**config.mk**
```make
export PLATFORM = sky130hd
export DESIGN_NAME = pio_play_asm
export DESIGN_NICKNAME = d
export VERILOG_FILES = /design/src/rtl/pio_play_asm_pkg.sv /design/src/rtl/pio_play_tracker.sv /design/src/rtl/pio_play_stage.sv /design/src/rtl/pio_play_out.sv /design/src/rtl/pio_play_asm.sv
export SDC_FILE = /design/constraint.sdc
export NUM_CORES = 1
export LEC_CHECK = 0
export BUFFER_PORTS_ARGS = -buffer_cell sky130_fd_sc_hd__buf_2
export CAP_MARGIN = 20
export CORE_UTILIZATION = 40
export CTS_CLUSTER_DIAMETER = 80
export DETAILED_ROUTE_END_ITERATION = 12
export GPL_ROUTABILITY_DRIVEN = 0
export SYNTH_ARGS = -nofsm -noshare
export SYNTH_HDL_FRONTEND = slang
export SYNTH_SLANG_ARGS = --single-unit
```
**constraint.sdc**
```tcl
create_clock -name clk -period 2.1 [get_ports clk]
set_input_delay 0.315 -clock clk [delete_from_list [all_inputs] [get_ports clk]]
set_output_delay 0.315 -clock clk [all_outputs]
set_load 0.02 [all_outputs]
```
**src/rtl/pio_play_asm_pkg.sv**
```systemverilog
package pio_play_asm_pkg;

  // Byte position inside a sample, decoded from the pointer and the mode.
  typedef struct packed {
    logic chan_right;
    logic hi_byte;
  } slot_t;

  function automatic slot_t slot_of(input logic [1:0] idx, input logic wide);
    slot_t s;
    if (wide) begin
      s.chan_right = idx[1];
      s.hi_byte    = idx[0];
    end else begin
      s.chan_right = idx[0];
      s.hi_byte    = 1'b0;
    end
    return s;
  endfunction

  function automatic logic [1:0] last_idx(input logic stereo, input logic wide);
    logic [1:0] r;
    if (stereo && wide)      r = 2'd3;
    else if (stereo || wide) r = 2'd1;
    else                     r = 2'd0;
    return r;
  endfunction

endpackage

```
**src/rtl/pio_play_tracker.sv**
```systemverilog
module pio_play_tracker
  import pio_play_asm_pkg::*;
(
  input  logic       clk,
  input  logic       rst_n,
  input  logic       init_active,
  input  logic       stereo,
  input  logic       wide,
  input  logic       wr_en,
  input  logic       dac_req,
  output logic       accept,
  output logic [1:0] idx,
  output logic       full,
  output logic       need_upper,
  output logic       need_left
);

  slot_t cur;

  // A request wins over a write in the same cycle; a full buffer drops writes.
  assign accept = wr_en && !init_active && !full && !dac_req;

  always_ff @(posedge clk) begin
    if (!rst_n) begin
      idx  <= '0;
      full <= 1'b0;
    end else if (dac_req) begin
      idx  <= '0;
      full <= 1'b0;
    end else if (accept) begin
      if (idx == last_idx(stereo, wide)) begin
        idx  <= '0;
        full <= 1'b1;
      end else begin
        idx  <= idx + 2'd1;
      end
    end
  end

  always_comb begin
    cur        = slot_of(idx, wide);
    need_upper = wide ? cur.hi_byte : 1'b1;
    need_left  = stereo ? !cur.chan_right : 1'b1;
  end

endmodule

```
**src/rtl/pio_play_stage.sv**
```systemverilog
module pio_play_stage
  import pio_play_asm_pkg::*;
#(
  parameter int BYTE_W = 8,
  localparam int CH_W  = 2 * BYTE_W,
  localparam int SMP_W = 2 * CH_W
) (
  input  logic              clk,
  input  logic              rst_n,
  input  logic              accept,
  input  logic [1:0]        idx,
  input  logic              stereo,
  input  logic              wide,
  input  logic [BYTE_W-1:0] wr_data,
  output logic [SMP_W-1:0]  sample
);

  slot_t             tgt;
  logic [CH_W-1:0]   ch_q [2];

  assign tgt = slot_of(idx, wide);

  // One holding register per channel; index 0 = left, 1 = right.
  for (genvar c = 0; c < 2; c++) begin : g_ch
    always_ff @(posedge clk) begin
      if (!rst_n) begin
        ch_q[c] <= '0;
      end else if (accept && (tgt.chan_right == c[0])) begin
        if (!wide) begin
          ch_q[c] <= {{BYTE_W{1'b0}}, wr_data};
        end else if (tgt.hi_byte) begin
          ch_q[c][CH_W-1:BYTE_W] <= wr_data;
        end else begin
          ch_q[c][BYTE_W-1:0] <= wr_data;
        end
      end
    end
  end

  assign sample = {ch_q[0], stereo ? ch_q[1] : {CH_W{1'b0}}};

endmodule

```
**src/rtl/pio_play_out.sv**
```systemverilog
module pio_play_out #(
  parameter int SMP_W = 32
) (
  input  logic             clk,
  input  logic             rst_n,
  input  logic             dac_req,
  input  logic             full,
  input  logic [SMP_W-1:0] sample,
  output logic [SMP_W-1:0] play_data,
  output logic             underrun
);

  always_ff @(posedge clk) begin
    if (!rst_n) begin
      play_data <= '0;
      underrun  <= 1'b0;
    end else if (dac_req) begin
      if (full) begin
        play_data <= sample;
        underrun  <= 1'b0;
      end else begin
        underrun  <= 1'b1;
      end
    end
  end

endmodule

```
**src/rtl/pio_play_asm.sv**
```systemverilog
module pio_play_asm #(
  parameter int BYTE_W = 8,
  localparam int CH_W  = 2 * BYTE_W,
  localparam int SMP_W = 2 * CH_W
) (
  input  logic              clk,
  input  logic              rst_n,
  input  logic              init_active,
  input  logic              stereo,
  input  logic              wide,
  input  logic              wr_en,
  input  logic [BYTE_W-1:0] wr_data,
  input  logic              dac_req,
  output logic [SMP_W-1:0]  play_data,
  output logic              need_upper,
  output logic              need_left,
  output logic              buf_stale,
  output logic              underrun
);

  logic             accept;
  logic [1:0]       idx;
  logic             full;
  logic [SMP_W-1:0] sample;

  pio_play_tracker u_trk (
    .clk         (clk),
    .rst_n       (rst_n),
    .init_active (init_active),
    .stereo      (stereo),
    .wide        (wide),
    .wr_en       (wr_en),
    .dac_req     (dac_req),
    .accept      (accept),
    .idx         (idx),
    .full        (full),
    .need_upper  (need_upper),
    .need_left   (need_left)
  );

  pio_play_stage #(.BYTE_W(BYTE_W)) u_stg (
    .clk     (clk),
    .rst_n   (rst_n),
    .accept  (accept),
    .idx     (idx),
    .stereo  (stereo),
    .wide    (wide),
    .wr_data (wr_data),
    .sample  (sample)
  );

  pio_play_out #(.SMP_W(SMP_W)) u_out (
    .clk       (clk),
    .rst_n     (rst_n),
    .dac_req   (dac_req),
    .full      (full),
    .sample    (sample),
    .play_data (play_data),
    .underrun  (underrun)
  );

  assign buf_stale = !full;

endmodule

```
Word level (Yosys, flattened, before mapping)

Memories as Yosys holds them, arrays and structs flattened. A register that Yosys moved wholly into a read port is not among the register bits.
Index checks and enable logic that the tools add are counted.

Output and inout port bits: 36
Memory bits (writable): 32
Input port bits: 15
Bits in registers: 36
Logic and storage cells: 71
Latch bits: 0
Memory bits (read-only): 0
Memories kept: 1

Memories:

| name       | words | width | rd ports | clocked after memory_dff | wr ports | line                 | text |
|---|---|---|---|---|---|---|---|
| u_stg.ch_q | 2     | 16    | 2        | 1                        | 2        | pio_play_stage.sv:19 | `logic [CH_W-1:0] ch_q [2];` |

Multipliers: 0
Bitwise logic cells: 8
Eq/ne operators: 1
Shift operators: 0
Reductions and logical operators: 15
Magnitude comparators: 0
Divide/modulo/power cells: 0
Muxes and demuxes: 41
$add $sub $neg: 1

Operator list:

| kind                                                           | number |
|---|---|
| 16-bit two-way mux                                             | 3 |
| 8-bit two-way mux                                              | 4 |
| 1-bit two-way mux                                              | 28 |
| 2-bit two-way mux                                              | 6 |
| 1-bit logical AND                                              | 6 |
| 1-bit bitwise OR                                               | 6 |
| 1-bit zero test                                                | 5 |
| 2-bit AND reduction                                            | 2 |
| 2-bit by 1-bit adder with 2-bit output (second input constant) | 1 |
| 2-bit equality test                                            | 1 |
| 1-bit inverter                                                 | 2 |
| 2-bit OR reduction                                             | 1 |
| 1-bit logical OR                                               | 1 |

Logic depth before layout (Yosys ltp)

Depth after elaboration: 10
Mapped depth: 6
Mapped depth without buffers: 3

Cells and area by module

A second synthesis with hierarchy kept.

Cell total of the unflattened synthesis: 297
Area total of the unflattened synthesis: 3094.2 µm²

Modules (own cells, without submodules):

| module           | cells an instance | seq. area each (µm²) | area each (µm²) | times used |
|---|---|---|---|---|
| pio_play_stage   | 120               | 960.9                | 1506.4          | 1 |
| pio_play_out     | 150               | 660.6                | 1383.8          | 1 |
| pio_play_tracker | 26                | 60.1                 | 200.2           | 1 |
| pio_play_asm     | 1                 | 0.0                  | 3.8             | 1 |

Worst setup path after synthesis

No wires, ideal clock.

Kind: reg2reg
Start point: register u_trk.full
End point: memory u_stg.ch_q[1][10] (netlist name), enable pin
Buffers on the path: 0
Arrival: 1.650 ns
Clock period less this slack: 2.036 ns
Slack: 0.064 ns
Data required time: 1.713 ns
Library setup time: 0.387 ns
Stages on the path, launching flop included: 3
Cell sequence: dfxtp_1 or4b_4 o31ai_1

RTL lines:

| what                     | line                   | text |
|---|---|---|
| start: declaration       | pio_play_tracker.sv:13 | `output logic full,` |
| start signal: assignment | pio_play_tracker.sv:26 | `full <= 1'b0;` |
| start signal: assignment | pio_play_tracker.sv:29 | `full <= 1'b0;` |
| start signal: assignment | pio_play_tracker.sv:33 | `full <= 1'b1;` |
| end: declaration         | pio_play_stage.sv:19   |  |

==> impl_metrics.py <==
metrics = {
    "sta": {
        "relSlewSlack_pct": 58.35,
        "tightest_slew_ns": 0.6247,
        "hold_viol": 0,
        "setup_viol": 0,
        "finalCritPeriodShare_pct": 81.78,
        "period_needed_ns": 1.717,
        "tns_ns": 0,
        "fin_hold_ws_ns": 0.2666,
        "fmax_mhz": 582.3,
        "skew_ns": 0.005152,
        "slew_viol_final": 0,
        "rsz0062_at_grt": "false",
    },
    "cells_and_area": {
        "n_antenna_cell": 0,
        "drive_above_1_share_pct": 25.26,
        "area_delta_synth_final_pct": 20.32,
        "nFillCells": 570,
        "layout.nets": 299,
    },
    "setup_path": {
        "required_ns": 2.14,
        "critPathLaunchType": "flop",
        "cp_max_fo": 8,
        "critPathSlowestCell": "or4b_4",
        "cp-startpoint": "u_trk.full$_SDFFE_PP0P_",
        "reg2reg_slack_ns": 0.38,
        "cp.arrival_ns": 1.76,
        "max_stage_delay_ns": 0.60,
        "path_class": "flop to flop",
        "r2r-start": "u_trk.full$_SDFFE_PP0P_",
        "r2r-end": "u_stg.ch_q[1][15]$_SDFFCE_PN0P_",
        "crit_path_end_kind": "flop",
        "r2r_cells": 3,
        "cp_cell_sequence": "or4b_4 -> o31ai_1 -> buf_4",
    },
    "min_path": {
        "hold_depth": 2,
        "min-delay-start": "dac_req",
        "hold_class": "primary input to flop",
        "holdPathEnd": "u_out.underrun$_SDFFE_PN0P_",
    },
    "synth": {
        "synth_cell_types": 32,
        "yosys.area.top_type": "edfxtp_1",
        "yosys.area.top_type_share_pct": 37.43,
        "ys_seq_area_share_pct": 65.50,
        "synth_warnings": 0,
        "async_flop_share_pct": 0,
        "synth.area.top_cells": "edfxtp_1, dfxtp_1, nand2_1",
        "synth-seq-cells": 68,
        "syn-num-nets": 244,
        "synth.most_common_cell": "nand2_1",
        "netlist_area_sq_um": 2567,
        "synth-main-ff-cell": "dfxtp_1",
        "synthTopCellsByCount": "nand2_1, dfxtp_1, edfxtp_1",
        "synth-edff-count": 32,
        "avgSynthCellArea_sq_um": 11.21,
        "synthesis.instances": 229,
    },
    "power_and_ir_drop": {
        "intPower_w": 0.001977,
        "irDropWorstVdd_mv": 0.4720,
        "power_switching_w": 0.0005218,
        "p_sw_share_pct": 20.88,
        "comb_power_share_pct": 4.1,
        "powerDensity_nw_per_um2": 809.0,
        "seqPwrFrac_pct": 57.0,
        "clkPwrFrac_pct": 38.9,
        "p_leak_nw": 1.219,
    },
    "global_routing": {
        "grt_usage_pct": 16.59,
        "antenna_found_initial": 0,
        "grt_remaining_overflow": 0,
        "grt_first_pass_wirelength_microns": 7859,
        "grt_max_degree": 22,
        "grt_pass1_vias": 1698,
    },
    "clock_tree": {
        "cts_sinks": 68,
        "clk_latency_ns": 0.33,
        "numCtsBuffers": 9,
        "cts_tree": "built",
        "clk_pin_slew_ns": 0.07,
        "cts_resized": 0,
        "cts_hold_buf": 0,
        "cts_root_buffer": "clkbuf_8",
        "clock_path_buffers": 2,
        "cts_setup_buffers": 0,
        "h-tree-depth": 3,
    },
    "detailed_routing": {
        "routed-via-count": 1790,
        "via_per_inst": 4.918,
        "drc": 0,
        "drt_iter0_markers": 98,
        "wirelength_microns": 4998,
        "wl_per_cell_microns": 13.73,
        "drtPass1Iterations": 4,
        "drtAntennaViolNets": 0,
    },
    "floorplan": {
        "coreArea_sq_um": 6061,
        "dieArea_sq_um": 6743,
        "initial_utilization_pct": 42.36,
        "ios": 51,
        "row_count": 28,
        "dieWidth_microns": 82.12,
        "die_h_microns": 82.12,
    },
    "placement": {
        "dp_hpwl_microns": 3411,
        "numPortBuffers": 50,
    },
    "run": {
        "drv_cap": 0,
    },
    "status": {
        "status": "finished, final reports clean",
    },
}
[worst max-delay path by stage]
stage / endpoint / slack, ns / depth (start not counted)
5_1_grt: u_stg.ch_q[1][15]$_SDFFCE_PN0P_ / 0.28 / 3
3_5_place_dp: u_stg.ch_q[1][14]$_SDFFCE_PN0P_ / 0.34 / 4
4_1_cts: u_stg.ch_q[1][15]$_SDFFCE_PN0P_ / 0.39 / 3
2_1_floorplan: u_stg.ch_q[1][10]$_SDFFCE_PN0P_ / 0.06 / 2
6_report: u_stg.ch_q[1][15]$_SDFFCE_PN0P_ / 0.38 / 3
3_3_place_gp: u_stg.ch_q[1][9]$_SDFFCE_PN0P_ / 0.34 / 4
[through the flow]
| stage | area, sq um | setup slack [ns] | instances | power (W) | utilization (%) |
|---|---|---|---|---|---|
| finish | 3089 | 0.3827 | 364 | 0.002499 | 50.97 |
| global route | 3089 | 0.2787 | 364 | 0.002588 | 50.97 |
| CTS | 3089 | 0.3942 | 364 | 0.002527 | 50.97 |
| detailed placement | 2908 | 0.3371 | 348 | 0.001557 | 47.98 |
| global placement | 2908 | 0.3412 | 348 | 0.001555 | 47.98 |
| floorplan | 2567 | 0.06389 | 229 | 0.001510 | - |
[critical path: cells and delay by family, from the launching register on]
kind | cells | cell delay, ns
buffers and inverters | 1 | 0.21
and+or+nand+nor | 1 | 0.60
DFF | 1 | 0.37
AOI/OAI and AO/OA | 1 | 0.24
[power groups by stage]
stage           logic, W  clock network [W]  registers (W)
2_1_floorplan  0.0000564                  0        0.00145
3_5_place_dp    0.000103                  0        0.00145
5_1_grt         0.000114            0.00105        0.00143
4_1_cts         0.000103           0.000999        0.00142
3_3_place_gp    0.000102                  0        0.00145
6_report        0.000103           0.000972        0.00142
[cell usage in the layout (no fill, tap or decap), types with 2 or more instances in the layout]
cell      Yosys  final
a21boi_0     16     16
clkbuf_8      0     12
o21a_1        3      3
o21ai_0       5      5
inv_1         2      2
clkbuf_1      9      3
buf_4         2      8
a22o_1       16     16
and3_1        2      2
nor2_1       25     25
nor3_1        4      4
dfxtp_1      36     36
buf_2         3     50
nor2b_1       4      4
edfxtp_1     32     32
nand2_1      44     44
and2_1       10     10
[layout make-up]
class	instances	area, sq um	area share [%]
flip-flops and latches	68	1682	54.43
multi-input cells	145	814.5	26.37
repair buffers	58	310.3	10.04
clock buffers	15	176.4	5.711
well taps	75	93.84	3.038
inverters	2	7.507	0.2430
clock inverters	1	5.005	0.1620
[logic make-up after synthesis]
| group | count (synthesis) | synth area share [%] |
|---|---|---|
| simple gates | 98 | 17.74 |
| xor+xnor | 2 | 0.6824 |
| buf+inv | 16 | 2.777 |
| flops | 68 | 65.50 |
| compound gates | 45 | 13.30 |
[registers in the layout, indices dropped and copies added, names as in the netlist]
name,count
u_out.underrun,1
u_out.play_data,32
u_trk.idx,2
u_stg.ch_q,32
u_trk.full,1
[per-layer routing]
layer	routed length (microns)	GRT usage, %
met5	0	0
met4	127	9.474
met3	227	4.945
met2	2290	26.36
met1	2351	20.01
Power figures use the tool's default switching activity.
